===== src/rtl/vit_win_pkg.sv =====
package vit_win_pkg;

    localparam int NUM_ST = 4;
    localparam int ST_W   = 2;
    localparam int SYM_W  = 2;

    typedef logic [ST_W-1:0]  st_t;
    typedef logic [SYM_W-1:0] sym_t;

    typedef enum logic [2:0] {
        PH_IDLE,
        PH_FILL,
        PH_TRACE,
        PH_EMIT,
        PH_FIN
    } phase_e;

    // predecessor of state ns whose older bit is d
    function automatic st_t pred_of(input st_t ns, input logic d);
        return {ns[0], d};
    endfunction

    // code symbol on the branch leaving state s on input u
    function automatic sym_t code_sym(input st_t s, input logic u);
        logic c0;
        logic c1;
        c0 = u ^ s[1] ^ s[0];
        c1 = u ^ s[0];
        return {c0, c1};
    endfunction

endpackage


===== src/rtl/vit_acs_bank.sv =====
module vit_acs_bank
    import vit_win_pkg::*;
#(
    parameter int BM_W = 2,
    parameter int PM_W = 8
) (
    input  logic                     clk,
    input  logic                     rst,
    input  logic                     clr,
    input  logic                     en,
    input  logic [NUM_ST*BM_W-1:0]   bm_vec,
    output logic [NUM_ST-1:0]        dec_o
);

    logic [PM_W-1:0] pm_q  [NUM_ST];
    logic [PM_W-1:0] pm_nx [NUM_ST];

    for (genvar g = 0; g < NUM_ST; g++) begin : g_state
        localparam st_t  NS = st_t'(g);
        localparam st_t  P0 = pred_of(NS, 1'b0);
        localparam st_t  P1 = pred_of(NS, 1'b1);
        localparam sym_t S0 = code_sym(P0, NS[1]);
        localparam sym_t S1 = code_sym(P1, NS[1]);

        logic [PM_W-1:0] cand0;
        logic [PM_W-1:0] cand1;

        assign cand0    = pm_q[P0] + PM_W'(bm_vec[int'(S0)*BM_W +: BM_W]);
        assign cand1    = pm_q[P1] + PM_W'(bm_vec[int'(S1)*BM_W +: BM_W]);
        assign dec_o[g] = (cand1 > cand0);
        assign pm_nx[g] = dec_o[g] ? cand1 : cand0;

        always_ff @(posedge clk) begin
            if (rst || clr) begin
                pm_q[g] <= '0;
            end else if (en) begin
                pm_q[g] <= pm_nx[g];
            end
        end
    end

endmodule


===== src/rtl/vit_surv_store.sv =====
module vit_surv_store
    import vit_win_pkg::*;
#(
    parameter int WIN_LEN = 40,
    parameter int IDX_W   = 6
) (
    input  logic               clk,
    input  logic               rst,
    input  logic               wr_en,
    input  logic [IDX_W-1:0]   wr_idx,
    input  logic [NUM_ST-1:0]  dec_i,
    input  logic               tb_start,
    input  logic               tb_en,
    input  logic [IDX_W-1:0]   tb_idx,
    input  logic [IDX_W-1:0]   rd_idx,
    output logic               rd_bit
);

    logic [NUM_ST-1:0]  dec_mem [WIN_LEN];
    logic [WIN_LEN-1:0] bits_q;
    st_t                cur_q;
    logic               step_dec;

    assign step_dec = dec_mem[tb_idx][cur_q];
    assign rd_bit   = bits_q[rd_idx];

    always_ff @(posedge clk) begin
        if (wr_en) begin
            dec_mem[wr_idx] <= dec_i;
        end
    end

    always_ff @(posedge clk) begin
        if (rst) begin
            cur_q  <= '0;
            bits_q <= '0;
        end else if (tb_start) begin
            cur_q <= '0;
        end else if (tb_en) begin
            bits_q[tb_idx] <= cur_q[1];
            cur_q          <= pred_of(cur_q, step_dec);
        end
    end

endmodule


===== src/rtl/vit_window_dec.sv =====
module vit_window_dec
    import vit_win_pkg::*;
#(
    parameter int WIN_LEN = 40,
    parameter int SURV_D  = 12,
    parameter int BM_W    = 2
) (
    input  logic                    clk,
    input  logic                    rst,
    input  logic                    start,
    input  logic                    bm_valid,
    input  logic [4*BM_W-1:0]       bm_vec,
    output logic                    out_valid,
    output logic                    out_bit,
    output logic                    done,
    output logic                    busy
);

    localparam int IDX_W = $clog2(WIN_LEN);
    localparam int PM_W  = BM_W + $clog2(WIN_LEN + 1);
    localparam logic [IDX_W-1:0] IDX_END   = IDX_W'(WIN_LEN - 1);
    localparam logic [IDX_W-1:0] IDX_FIRST = IDX_W'(SURV_D);
    localparam logic [IDX_W-1:0] IDX_LAST  = IDX_W'(WIN_LEN - SURV_D - 1);

    phase_e             phase_q;
    logic [IDX_W-1:0]   idx_q;
    logic               acs_clr;
    logic               acs_en;
    logic               tb_start;
    logic               tb_en;
    logic [NUM_ST-1:0]  dec_w;
    logic               rd_bit;

    assign acs_clr  = (phase_q == PH_IDLE) && start;
    assign acs_en   = (phase_q == PH_FILL) && bm_valid;
    assign tb_start = acs_en && (idx_q == IDX_END);
    assign tb_en    = (phase_q == PH_TRACE);
    assign busy     = (phase_q != PH_IDLE);

    vit_acs_bank #(
        .BM_W (BM_W),
        .PM_W (PM_W)
    ) acs_i (
        .clk    (clk),
        .rst    (rst),
        .clr    (acs_clr),
        .en     (acs_en),
        .bm_vec (bm_vec),
        .dec_o  (dec_w)
    );

    vit_surv_store #(
        .WIN_LEN (WIN_LEN),
        .IDX_W   (IDX_W)
    ) surv_i (
        .clk      (clk),
        .rst      (rst),
        .wr_en    (acs_en),
        .wr_idx   (idx_q),
        .dec_i    (dec_w),
        .tb_start (tb_start),
        .tb_en    (tb_en),
        .tb_idx   (idx_q),
        .rd_idx   (idx_q),
        .rd_bit   (rd_bit)
    );

    always_ff @(posedge clk) begin
        if (rst) begin
            phase_q   <= PH_IDLE;
            idx_q     <= '0;
            out_valid <= 1'b0;
            out_bit   <= 1'b0;
            done      <= 1'b0;
        end else begin
            out_valid <= 1'b0;
            done      <= 1'b0;
            case (phase_q)
                PH_IDLE: begin
                    if (start) begin
                        phase_q <= PH_FILL;
                        idx_q   <= '0;
                    end
                end
                PH_FILL: begin
                    if (bm_valid) begin
                        if (idx_q == IDX_END) begin
                            phase_q <= PH_TRACE;
                        end else begin
                            idx_q <= idx_q + 1'b1;
                        end
                    end
                end
                PH_TRACE: begin
                    if (idx_q == IDX_FIRST) begin
                        phase_q <= PH_EMIT;
                    end else begin
                        idx_q <= idx_q - 1'b1;
                    end
                end
                PH_EMIT: begin
                    out_valid <= 1'b1;
                    out_bit   <= rd_bit;
                    if (idx_q == IDX_LAST) begin
                        phase_q <= PH_FIN;
                    end else begin
                        idx_q <= idx_q + 1'b1;
                    end
                end
                PH_FIN: begin
                    done    <= 1'b1;
                    phase_q <= PH_IDLE;
                end
                default: phase_q <= PH_IDLE;
            endcase
        end
    end

endmodule


===== config.mk =====
export PLATFORM = sky130hd
export DESIGN_NAME = vit_window_dec
export DESIGN_NICKNAME = d
export VERILOG_FILES = /design/src/rtl/vit_win_pkg.sv /design/src/rtl/vit_acs_bank.sv /design/src/rtl/vit_surv_store.sv /design/src/rtl/vit_window_dec.sv
export SDC_FILE = /design/constraint.sdc
export NUM_CORES = 1
export LEC_CHECK = 0
export ABC_AREA = 1
export BUFFER_PORTS_ARGS = -buffer_cell sky130_fd_sc_hd__buf_2
export CORE_ASPECT_RATIO = 1.5
export CORE_MARGIN = 2
export CORE_UTILIZATION = 35
export CTS_BUF_LIST = sky130_fd_sc_hd__clkbuf_8
export CTS_CLUSTER_SIZE = 25
export DETAILED_ROUTE_END_ITERATION = 7
export PLACE_DENSITY = 0.61
export RECOVER_POWER = 100
export SYNTH_ARGS = -nofsm -noshare
export SYNTH_HDL_FRONTEND = slang
export SYNTH_SLANG_ARGS = --single-unit

===== constraint.sdc =====
create_clock -name clk -period 6.9 [get_ports clk]
set_input_delay 0 -clock clk [delete_from_list [all_inputs] [get_ports clk]]
set_output_delay 0 -clock clk [all_outputs]
set_load 0.01 [all_outputs]

==> impl_results.md, run 1 <==
* Outcome: finished with violations
* Count of mapped cells out of synthesis at between 1k and 1.5k
* Total cell area at the placement stage at 13700 µm²
* Hold Crit Class: in -> reg
* Initial standard-cell utilization of the core at roughly a third
* Worst EP arrival at about 5.3 ns
* Initial DRC count at approximately 600
* Area of combinational cells with multiple inputs at ~5200 µm²
* Post-Synthesis Mean Instance Area at 9.30 µm²
* Maximum clock frequency at between 0.2 and 0.25 GHz
* Most frequent cells in the layout: nand2_1 (296), edfxtp_1 (192), inv_1 (147)
* Global route hottest layer: met2
* Proportion of synthesized chip area in sequential cells at 52.8%
* Final Wtd Congestion at about 0.83
* Vias in the first global route at roughly 10k
* Sequential cell area at 6970 µm²
* Layout Area Growth over Synthesis at 8.84%
* Count of port buffers added during placement at 15
* Total congestion overflow at 0
* Number of stages on the worst hold path at 4
* Floorplan die area at approximately 40000 µm²
* Insertion delay of the later-clocked pin in the worst-skew pair at 0.56 ns
* Category of the worst setup path launch point: flop
* Total routed wirelength at 33.0 mm
* Longest Clk Path Bufs at 3
* HPWL Detailed at ~21 mm
* GRT Util Overall at 16.9%
* Final hold slack at just under 0.06 ns
* WL/cell at 17.1 µm
* CTS H-tree depth at 2
* Util after Layout at approximately 38%
* First-pass GRT wire length at ~52 mm
* Commonest non-fill, non-tap cell in the layout: nand2_1
* Cell Rows at 87
* Setup repair after global routing missed its margin: no
* Netlist Area Pre-Place at roughly 13000 µm²
* Tmin final at between 4 and 5 ns
* Count of buffering cells on the critical path with inverters included at 3
* Die Wd at around 160 µm
* Floorplan core area at 37300 µm²
* Vias per std cell at a little over 5
* Crit path largest cell delay at between 1 and 1.5 ns
* Clock transition at the registers of the reported paths at roughly 0.07 ns
* Post-synthesis net count at between 1k and 1.5k
* Count of cells along the worst register-to-register path at 11
* Critical Path Sink Type: flop
* Worst path slowest cell: clkbuf_1
* Met1 demand-to-capacity share in global routing at 19.8%
* Cell family with most CP delay: buffers and inverters
* Antenna violations before repair at 2
* Synth warn at 0
* Data required, critical path at approximately 7.3 ns
* Cell seen most often among critical-path stages: nor2_1
* Pin slew with the least headroom to its limit at between 2 and 2.5 ns
* Worst clock skew at between 0.03 and 0.04 ns
* Post-CTS Repair Setup Buffers at 0
* Endpoint, Worst Hold: acs_i.pm_q[0][0]$_SDFFCE_PN0P_
* I/O Pins at 16
* Critical Path Fanout Max at 44
* Cell leakage power at ~5.4 nW
* Capture point of the worst reg-to-reg path: idx_q[4]$_SDFFE_PP0P_
* ANT nets after route at 0
* Total number of nets in the final design at about 1.5k
* Yosys cell types at between 40 and 50
* Count of max-cap constraint violations at 8
* Worst flop-to-flop path startpoint: phase_q[0]$_SDFFE_PP0P_
* Count of fill cells added during filler insertion at ~3.7k
* Fraction of post-synthesis cell area in the top cell type by area at between 40 and 50%
* Violations in the final reports: capacitance limit, slew limit
* CTS buffer count at 36
* Final hold violation count at 0
* Cells traversed along the worst timing path: nor2_1 > clkinv_1 > nor2_4 > clkbuf_1 > inv_1 > nor2_1 > nor3_4 > nand2_1 > nor2_1 > nand2_1 > a21oi_1
* Met2 usage at a little under a third
* Worst hold path startpoint: bm_vec[0]
* GR Layer Usage met3 at 2.56%
* FF-to-FF setup slack at ~2 ns
* CTS Root Cell: clkbuf_8
* Peak ir drop on the vdd network at ~0.38 mV
* Clock Sinks at 252
* Worst-case headroom to the max-slew limit at -39.5%
* Slew Limit Fails at ~340
* Vertical die dimension at about 240 µm
* Library cell with the largest summed area after synthesis: edfxtp_1
* Count of TritonRoute iterations in the first routing pass at 5
* Total via count in the routed design at 9956
* Number of register bits inferred by synthesis at roughly 250
* Clock tree from TritonCTS: done
* Setup TNS at 0 ns
* Kind of critical path: reg -> reg
* Post-detailed-route DRC marker count at 0
* Final cycle utilization of the critical path at between 70% and 80%
* Biggest area contributors in the synthesized netlist: edfxtp_1 (44%), dfxtp_1 (9.1%), nand2_1 (8.4%)
* Largest net degree at the start of global routing at 76
* PD cells at approximately 430 nW/µm²
* Fin area at about 14000 µm²
* Setup Viol. Count Final at 0
* Fraction of final layout cells with drive strength greater than 1 at approximately 7.4%
[final cells by class]
class                      count  area share, %
antenna                        1         0.0174
timing repair buffer          32           1.21
clock inverter                26           1.58
clock buffer                  39           3.74
sequential                   252           48.5
multi-input combinational    929           36.3
inverter                     162           4.33
tap                          489           4.26
[Yosys cell counts (all sizes together)]
cell and instances:
edfxtp 192, nand4 10, o211ai 9, clkbuf 41, a22oi 6, nor3 83, nand2 299, nor4 38
inv 157, clkinv 5, nand3b 1, dfxtp 60, o21ai 26, xnor2 7, nand3 123, or2 1
a22o 4, a31oi 37, a31o 1, xor2 41, o22ai 1, buf 34, a21oi 42, nor2 103
ha 52, a211oi 33, fa 9, a311oi 3
[sequential cells by signal, summed over array words and instances (netlist names), named ones only]
name            count
acs_i.pm_q         32
done                1
idx_q               6
out_bit             1
out_valid           1
phase_q             3
surv_i.bits_q      40
surv_i.cur_q        2
surv_i.dec_mem    160
[metal layers]
metal	vias to the layer above	part of all wire [%]
li1	4881	-
met1	4718	40
met5	-	0.021
met2	270	51
met3	85	5.0
met4	2	3.8
[how the worst max path moves through the flow]
| stage | startpoint | to | slack, ns | cells after the start |
|---|---|---|---|---|
| 6_report | phase_q[0]$_SDFFE_PP0P_ | idx_q[4]$_SDFFE_PP0P_ | 1.99 | 11 |
| 5_1_grt | phase_q[0]$_SDFFE_PP0P_ | idx_q[5]$_SDFFE_PP0P_ | 1.62 | 13 |
| 4_1_cts | acs_i.pm_q[1][1]$_SDFFCE_PN0P_ | acs_i.pm_q[0][8]$_SDFFCE_PN0P_ | 3.28 | 16 |
| 3_5_place_dp | acs_i.pm_q[1][0]$_SDFFCE_PN0P_ | acs_i.pm_q[0][8]$_SDFFCE_PN0P_ | 3.36 | 15 |
| 3_3_place_gp | acs_i.pm_q[1][1]$_SDFFCE_PN0P_ | acs_i.pm_q[0][8]$_SDFFCE_PN0P_ | 3.45 | 16 |
| 2_1_floorplan | acs_i.pm_q[0][0]$_SDFFCE_PN0P_ | acs_i.pm_q[0][0]$_SDFFCE_PN0P_ | 3.98 | 14 |
[worst min-delay path, cell delays in order]
cell and delay (ns):
buf_2 0.10, ha_1 0.15, nor2_1 0.05, a211oi_1 0.16
[through the flow]
stage	worst slack [ns]	power, mW	instances
6_report	1.99	6.19	1930
5_1_grt	1.62	6.62	1930
4_1_cts	3.28	6.25	1929
3_5_place_dp	3.36	4.97	1863
2_1_floorplan	3.98	4.14	1418
3_3_place_gp	3.45	4.93	1863
[report_power, final]
part | total, mW | internal (mW) | switching, mW | leakage, nW
clock | 1.27 | 0.681 | 0.591 | 0.431
combinational | 2.67 | 0.676 | 2.00 | 2.73
sequential | 2.25 | 2.10 | 0.152 | 2.28
total | 6.19 | 3.45 | 2.74 | 5.45
[cells by family after synthesis]
group	Yosys count	share of synthesized area [%]
DFF	252	52.8
adders and majority gates	61	6.30
xor gates and xnor gates	48	3.19
buffers and inverters	237	7.28
and+or+nand+nor	658	22.7
AOI/OAI and AO/OA	162	7.70
[what timing repair did]
action | 4_1_cts | 5_1_grt
resized for setup | 0 | 0
hold endpoints to repair | 5 | 0
hold buffers | 1 | 0
Note: power is estimated with default switching activity, not from simulation.
==> inputs of run 2 (changes only) <==
Settings changed: PLACE_DENSITY 0.61 to 0.63.
Clock period 6.9 ns to 4.1 ns, I/O delays scaled along.
==> impl_results.md, run 2 (synthesis gave the netlist of run 1 again) <==
* Final hold violation count at 0
* Floorplan die area at about 39000 µm²
* GRT Util Overall at 16.9%
* Cell Rows at 87
* Clock transition at the registers of the reported paths at approximately 0.070 ns
* Antenna violations before repair at 3
* Total congestion overflow at 0
* Count of port buffers added during placement at 15
* Total number of nets in the final design at between 1k and 1.5k
* Worst clock skew at ~0.025 ns
* CTS Root Cell: clkbuf_8
* Sum of internal, switching and leakage power at around 10 mW
* Vias per std cell at 5.25
* Critical Path Sink Type: flop
* Worst setup slack before clock tree synthesis at about 0.81 ns
* Largest net degree at the start of global routing at 86
* Outcome: finished with violations
* Post-detailed-route DRC marker count at 0
* Critical Path Fanout Max at 40
* Vertical die dimension at between 200 and 250 µm
* Post-CTS Repair Setup Buffers at 0
* Clock Sinks at about 250
* First-pass GRT wire length at 52.9 mm
* Initial standard-cell utilization of the core at approximately a third
* Antenna cell count at 0
* Total routed wirelength at 33.1 mm
* Setup repair after global routing missed its margin: no
* CTS H-tree depth at 2
* Final Wtd Congestion at 0.854
* Longest Clk Path Bufs at 3
* Floorplan core area at approximately 37000 µm²
* Cell leakage power at between 5 and 6 nW
* Initial DRC count at 720
* Peak ir drop on the vdd network at 0.562 mV
* Slew Limit Fails at 83
* Insertion delay of the later-clocked pin in the worst-skew pair at ~0.56 ns
* Final hold slack at a little under 0.1 ns
* Setup Viol. Count Final at 0
* CTS buffer count at 37
* Count of max-cap constraint violations at 2
* Violations in the final reports: capacitance limit, slew limit
* PD cells at between 700 and 800 nW/µm²
* WL/cell at 17.1 µm
* Commonest non-fill, non-tap cell in the layout: nand2_1
* Fin area at 14400 µm²
* Count of TritonRoute iterations in the first routing pass at 5
* Category of the worst setup path launch point: flop
* Worst-case headroom to the max-slew limit at -59.2%
* Pin slew with the least headroom to its limit at 2.39 ns
* Final cycle utilization of the critical path at about 87%
* Most frequent cells in the layout: nand2_1 (295), edfxtp_1 (192), inv_1 (151)
* Hold Crit Class: in -> reg
* Setup TNS at 0 ns
* Vias in the first global route at ~10k
* Kind of critical path: reg -> reg
* Largest regs: surv_i.dec_mem: 160 flops, surv_i.bits_q: 40 flops, acs_i.pm_q: 32 flops
* Fraction of final layout cells with drive strength greater than 1 at under 10%
* Maximum clock frequency at 0.281 GHz
* I/O Pins at 16
* Total cell area at the placement stage at about 14000 µm²
* ANT nets after route at 0
* Tmin final at between 3 and 4 ns
* Worst EP arrival at 3.79 ns
* Most flops, register: surv_i.dec_mem
* Die Wd at ~160 µm
* Data required, critical path at about 4.3 ns
* Layout Area Growth over Synthesis at 8.95%
* Flip-flop count of the largest register, all copies and words added at 160
* Total via count in the routed design at approximately 10k
* Count of fill cells added during filler insertion at 3682
* Clock tree from TritonCTS: done
* Worst path setup slack after routing at approximately 0.54 ns
* HPWL Detailed at roughly 22 mm
run 2: layer usage:
metal / routed length, µm / share of wire, % / GRT usage (%) / up-vias
met1: 13000 / 39 / 19.1 / 4867
met5: 34 / 0.10 / 0 / -
met3: 1510 / 4.6 / 2.66 / 101
li1: - / - / - / 4901
met2: 17000 / 51 / 30.7 / 291
met4: 1520 / 4.6 / 8.20 / 6
run 2: final cells by class:
class                           count  area (µm²)  area share [%]
Clock inverter                     26         170            1.18
Sequential cell                   252        6970            48.5
Multi-Input combinational cell    929        5200            36.2
Timing Repair Buffer               38         233            1.62
Inverter                          162         623            4.34
Clock buffer                       41         564            3.93
Tap cell                          489         612            4.26
run 2: per-stage QoR:
stage | instances | utilization, %
floorplan | 1418 | -
global placement | 1868 | 36.7
detailed placement | 1868 | 36.7
CTS | 1937 | 38.7
global route | 1937 | 38.5
finish | 1937 | 38.5
run 2: worst paths after layout:
kind	startpoint	end	slack (ns)	cells after the start
max	acs_i.pm_q[1][9]$_SDFFCE_PN0P_	surv_i.dec_mem[38][1]$_DFFE_PP_	0.54	13
min	start	phase_q[1]$_SDFFE_PP0P_	0.1	5
max reg2reg	acs_i.pm_q[1][9]$_SDFFCE_PN0P_	surv_i.dec_mem[38][1]$_DFFE_PP_	0.54	13
min reg2reg	phase_q[1]$_SDFFE_PP0P_	done$_SDFF_PP0_	0.47	1
run 2: power breakdown:
| part | switching (mW) | leakage, nW | internal, mW |
|---|---|---|---|
| Clock | 0.986 | 0.420 | 1.06 |
| Sequential | 0.221 | 2.28 | 3.48 |
| Combinational | 3.39 | 2.78 | 1.20 |
run 2: critical path, stage by stage, from the launching register on:
cell      delay (ns)
edfxtp_1        0.42
ha_1            0.29
a21oi_1         0.07
nor2_1          0.26
nand2_1         0.12
xor2_1          0.20
ha_1            0.33
nand2_1         0.07
nor2_1          0.15
nand2_1         0.07
o211ai_1        0.08
nand2_1         0.32
inv_1           0.21
clkbuf_2        0.64
run 2: what timing repair did:
item                      4_1_cts  5_1_grt
hold buffers                    2        0
hold endpoints to repair       12        0
gates resized for setup         0        0
==> inputs of run 3 (changes only) <==
Settings changed: CELL_PAD_IN_SITES_DETAIL_PLACEMENT from default to 1, CELL_PAD_IN_SITES_GLOBAL_PLACEMENT from default to 1, PLACE_DENSITY 0.63 to 0.74.
==> impl_results.md, run 3 (synthesis gave the netlist of run 1 again) <==
* Outcome: finished with violations
* Violations in the final reports: capacitance limit, slew limit
* Insertion delay of the later-clocked pin in the worst-skew pair at 0.57 ns
* Total cell area at the placement stage at about 14000 µm²
* Data required, critical path at 4.58 ns
* Pin slew with the least headroom to its limit at roughly 2.0 ns
* Critical Path Sink Type: flop
* Vertical die dimension at 242 µm
* Most frequent cells in the layout: nand2_1 (297), edfxtp_1 (192), inv_1 (144)
* Crit path largest cell delay at between 0.6 and 0.7 ns
* Worst path setup slack after routing at between 0.4 and 0.5 ns
* HPWL Detailed at about 25 mm
* Clock Sinks at approximately 250
* Floorplan die area at 39300 µm²
* Antenna violations before repair at 1
* Top layer used by detailed routing: met4
* Commonest non-fill, non-tap cell in the layout: nand2_1
* Post-detailed-route DRC marker count at 0
* First-pass GRT wire length at around 59 mm
* Fraction of final layout cells with drive strength greater than 1 at between 7 and 8%
* Final Wtd Congestion at 0.848
* Slew Limit Fails at 83
* Total congestion overflow at 0
* Worst setup slack before clock tree synthesis at between 0.8 and 0.9 ns
* Endpoint, Worst Hold: acs_i.pm_q[1][8]$_SDFFCE_PN0P_
* Clock transition at the registers of the reported paths at ~0.070 ns
* Total via count in the routed design at a little over 10k
* Post-placement cell count at ~1.9k
* Cell leakage power at about 5.5 nW
* Vias in the first global route at 10.9k
* Setup TNS at 0 ns
* Tmin final at approximately 3.7 ns
* Largest net degree at the start of global routing at 76
* Vias per std cell at between 5 and 6
* Setup repair after global routing missed its margin: no
* GRT Util Overall at a little under a fifth
* Die Wd at 163 µm
* Most flops, register: surv_i.dec_mem
* Number of standard cells in the layout, taps in and fillers out at about 1.9k
* Worst-case headroom to the max-slew limit at -33.9%
* Final cycle utilization of the critical path at between 80 and 90%
* Initial standard-cell utilization of the core at 35.3%
* Cell Rows at 87
* Largest regs: surv_i.dec_mem: 160 flops, surv_i.bits_q: 40 flops, acs_i.pm_q: 32 flops
* Kind of critical path: reg -> reg
* PD cells at 733 nW/µm²
* Fin area at ~14000 µm²
* Initial DRC count at 471
* Worst EP arrival at 4.15 ns
* Floorplan core area at about 37000 µm²
* Total routed wirelength at approximately 37 mm
* CTS buffer count at 37
* Routed met1 length at about 14 mm
* Cells traversed along the worst timing path: inv_4 > nand3_1 > clkinvlp_2 > nand2_1 > nor2_1 > nor3_1 > nand2_4 > nor2_1 > clkinv_1 > nor2_2 > nand2_1 > a21oi_1
* Count of port buffers added during placement at 15
* ANT nets after route at 0
* Maximum clock frequency at roughly 0.27 GHz
* Worst path slowest cell: clkinvlp_2
* Count of TritonRoute iterations in the first routing pass at 4
* I/O Pins at 16
* Count of cells along the worst register-to-register path at 12
* Critical Path Fanout Max at 10
* Layout Area Growth over Synthesis at 8.99%
* Detailed route wirelength on metal3 at approximately 1.1 mm
* Worst flop-to-flop path startpoint: idx_q[2]$_SDFFE_PP0P_
* Count of max-cap constraint violations at 3
* Number of stages on the worst hold path at 4
* CTS H-tree depth at 2
* WL/cell at approximately 19 µm
* Sum of internal, switching and leakage power at roughly 11 mW
* CTS Root Cell: clkbuf_8
* Total number of nets in the final design at ~1.5k
* Worst clock skew at 0.0363 ns
* Flip-flop count of the largest register, all copies and words added at 160
* Clock tree from TritonCTS: done
* Final hold violation count at 0
* Setup Viol. Count Final at 0
* FF-to-FF setup slack at about 0.43 ns
* Category of the worst setup path launch point: flop
* Routed met2 length at ~20 mm
* Worst hold path startpoint: bm_vec[2]
* Peak ir drop on the vdd network at ~0.8 mV
* Longest Clk Path Bufs at 3
* Hold Crit Class: in -> reg
run 3: report_power, final:
| group | total [mW] | internal (mW) | switching [mW] |
|---|---|---|---|
| Sequential | 3.76 | 3.48 | 0.279 |
| Clock | 2.14 | 1.13 | 1.01 |
| Combinational | 4.64 | 1.20 | 3.44 |
| Total | 10.5 | 5.81 | 4.73 |
run 3: how the worst max path moves through the flow:
| stage | from | to | slack, ns |
|---|---|---|---|
| floorplan | acs_i.pm_q[0][0]$_SDFFCE_PN0P_ | acs_i.pm_q[0][0]$_SDFFCE_PN0P_ | 1.18 |
| global placement | acs_i.pm_q[1][1]$_SDFFCE_PN0P_ | surv_i.dec_mem[26][3]$_DFFE_PP_ | 0.94 |
| detailed placement | acs_i.pm_q[0][8]$_SDFFCE_PN0P_ | surv_i.dec_mem[31][2]$_DFFE_PP_ | 0.82 |
| CTS | acs_i.pm_q[0][1]$_SDFFCE_PN0P_ | surv_i.dec_mem[18][0]$_DFFE_PP_ | 0.80 |
| global route | idx_q[2]$_SDFFE_PP0P_ | flop | 0.25 |
| finish | idx_q[2]$_SDFFE_PP0P_ | flop | 0.43 |
run 3: per-layer routing:
layer / vias to the layer above / global-route usage [%]
met5: - / 0
met2: 174 / 35.8
met4: 0 / 7.68
li1: 4892 / -
met3: 90 / 2.30
met1: 5004 / 21.2
run 3: per-stage QoR:
| step | hold WS, ns | util [%] |
|---|---|---|
| floorplan | 0.303 | - |
| global placement | 0.405 | 36.7 |
| detailed placement | 0.406 | 36.7 |
| CTS | 0.0743 | 38.8 |
| global route | 0.0976 | 38.5 |
| finish | 0.0835 | 38.5 |
run 3: timing repair:
action / in CTS / in global routing
hold buffers: 2 / 0
endpoints found under the hold margin: 12 / 0
gates resized for setup: 0 / 0
setup buffers: 0 / 0
run 3: worst max-delay path, delay by kind of cell (launching register included):
kind / cells / cell delay (ns)
AO/OA/AOI/OAI: 1 / 0.14
AND/OR/NAND/NOR: 8 / 1.92
buffers and inverters: 3 / 0.94
flip-flops: 1 / 0.58
run 3: cell type report:
type,instances,area (µm²)
flip-flops and latches,252,6970
fillers,4305,23000
well taps,489,612
multi-input cells,929,5170
clock buffers,38,523
diodes,2,5.00
repair buffers,38,248
inverters,162,622
clock inverters,28,233
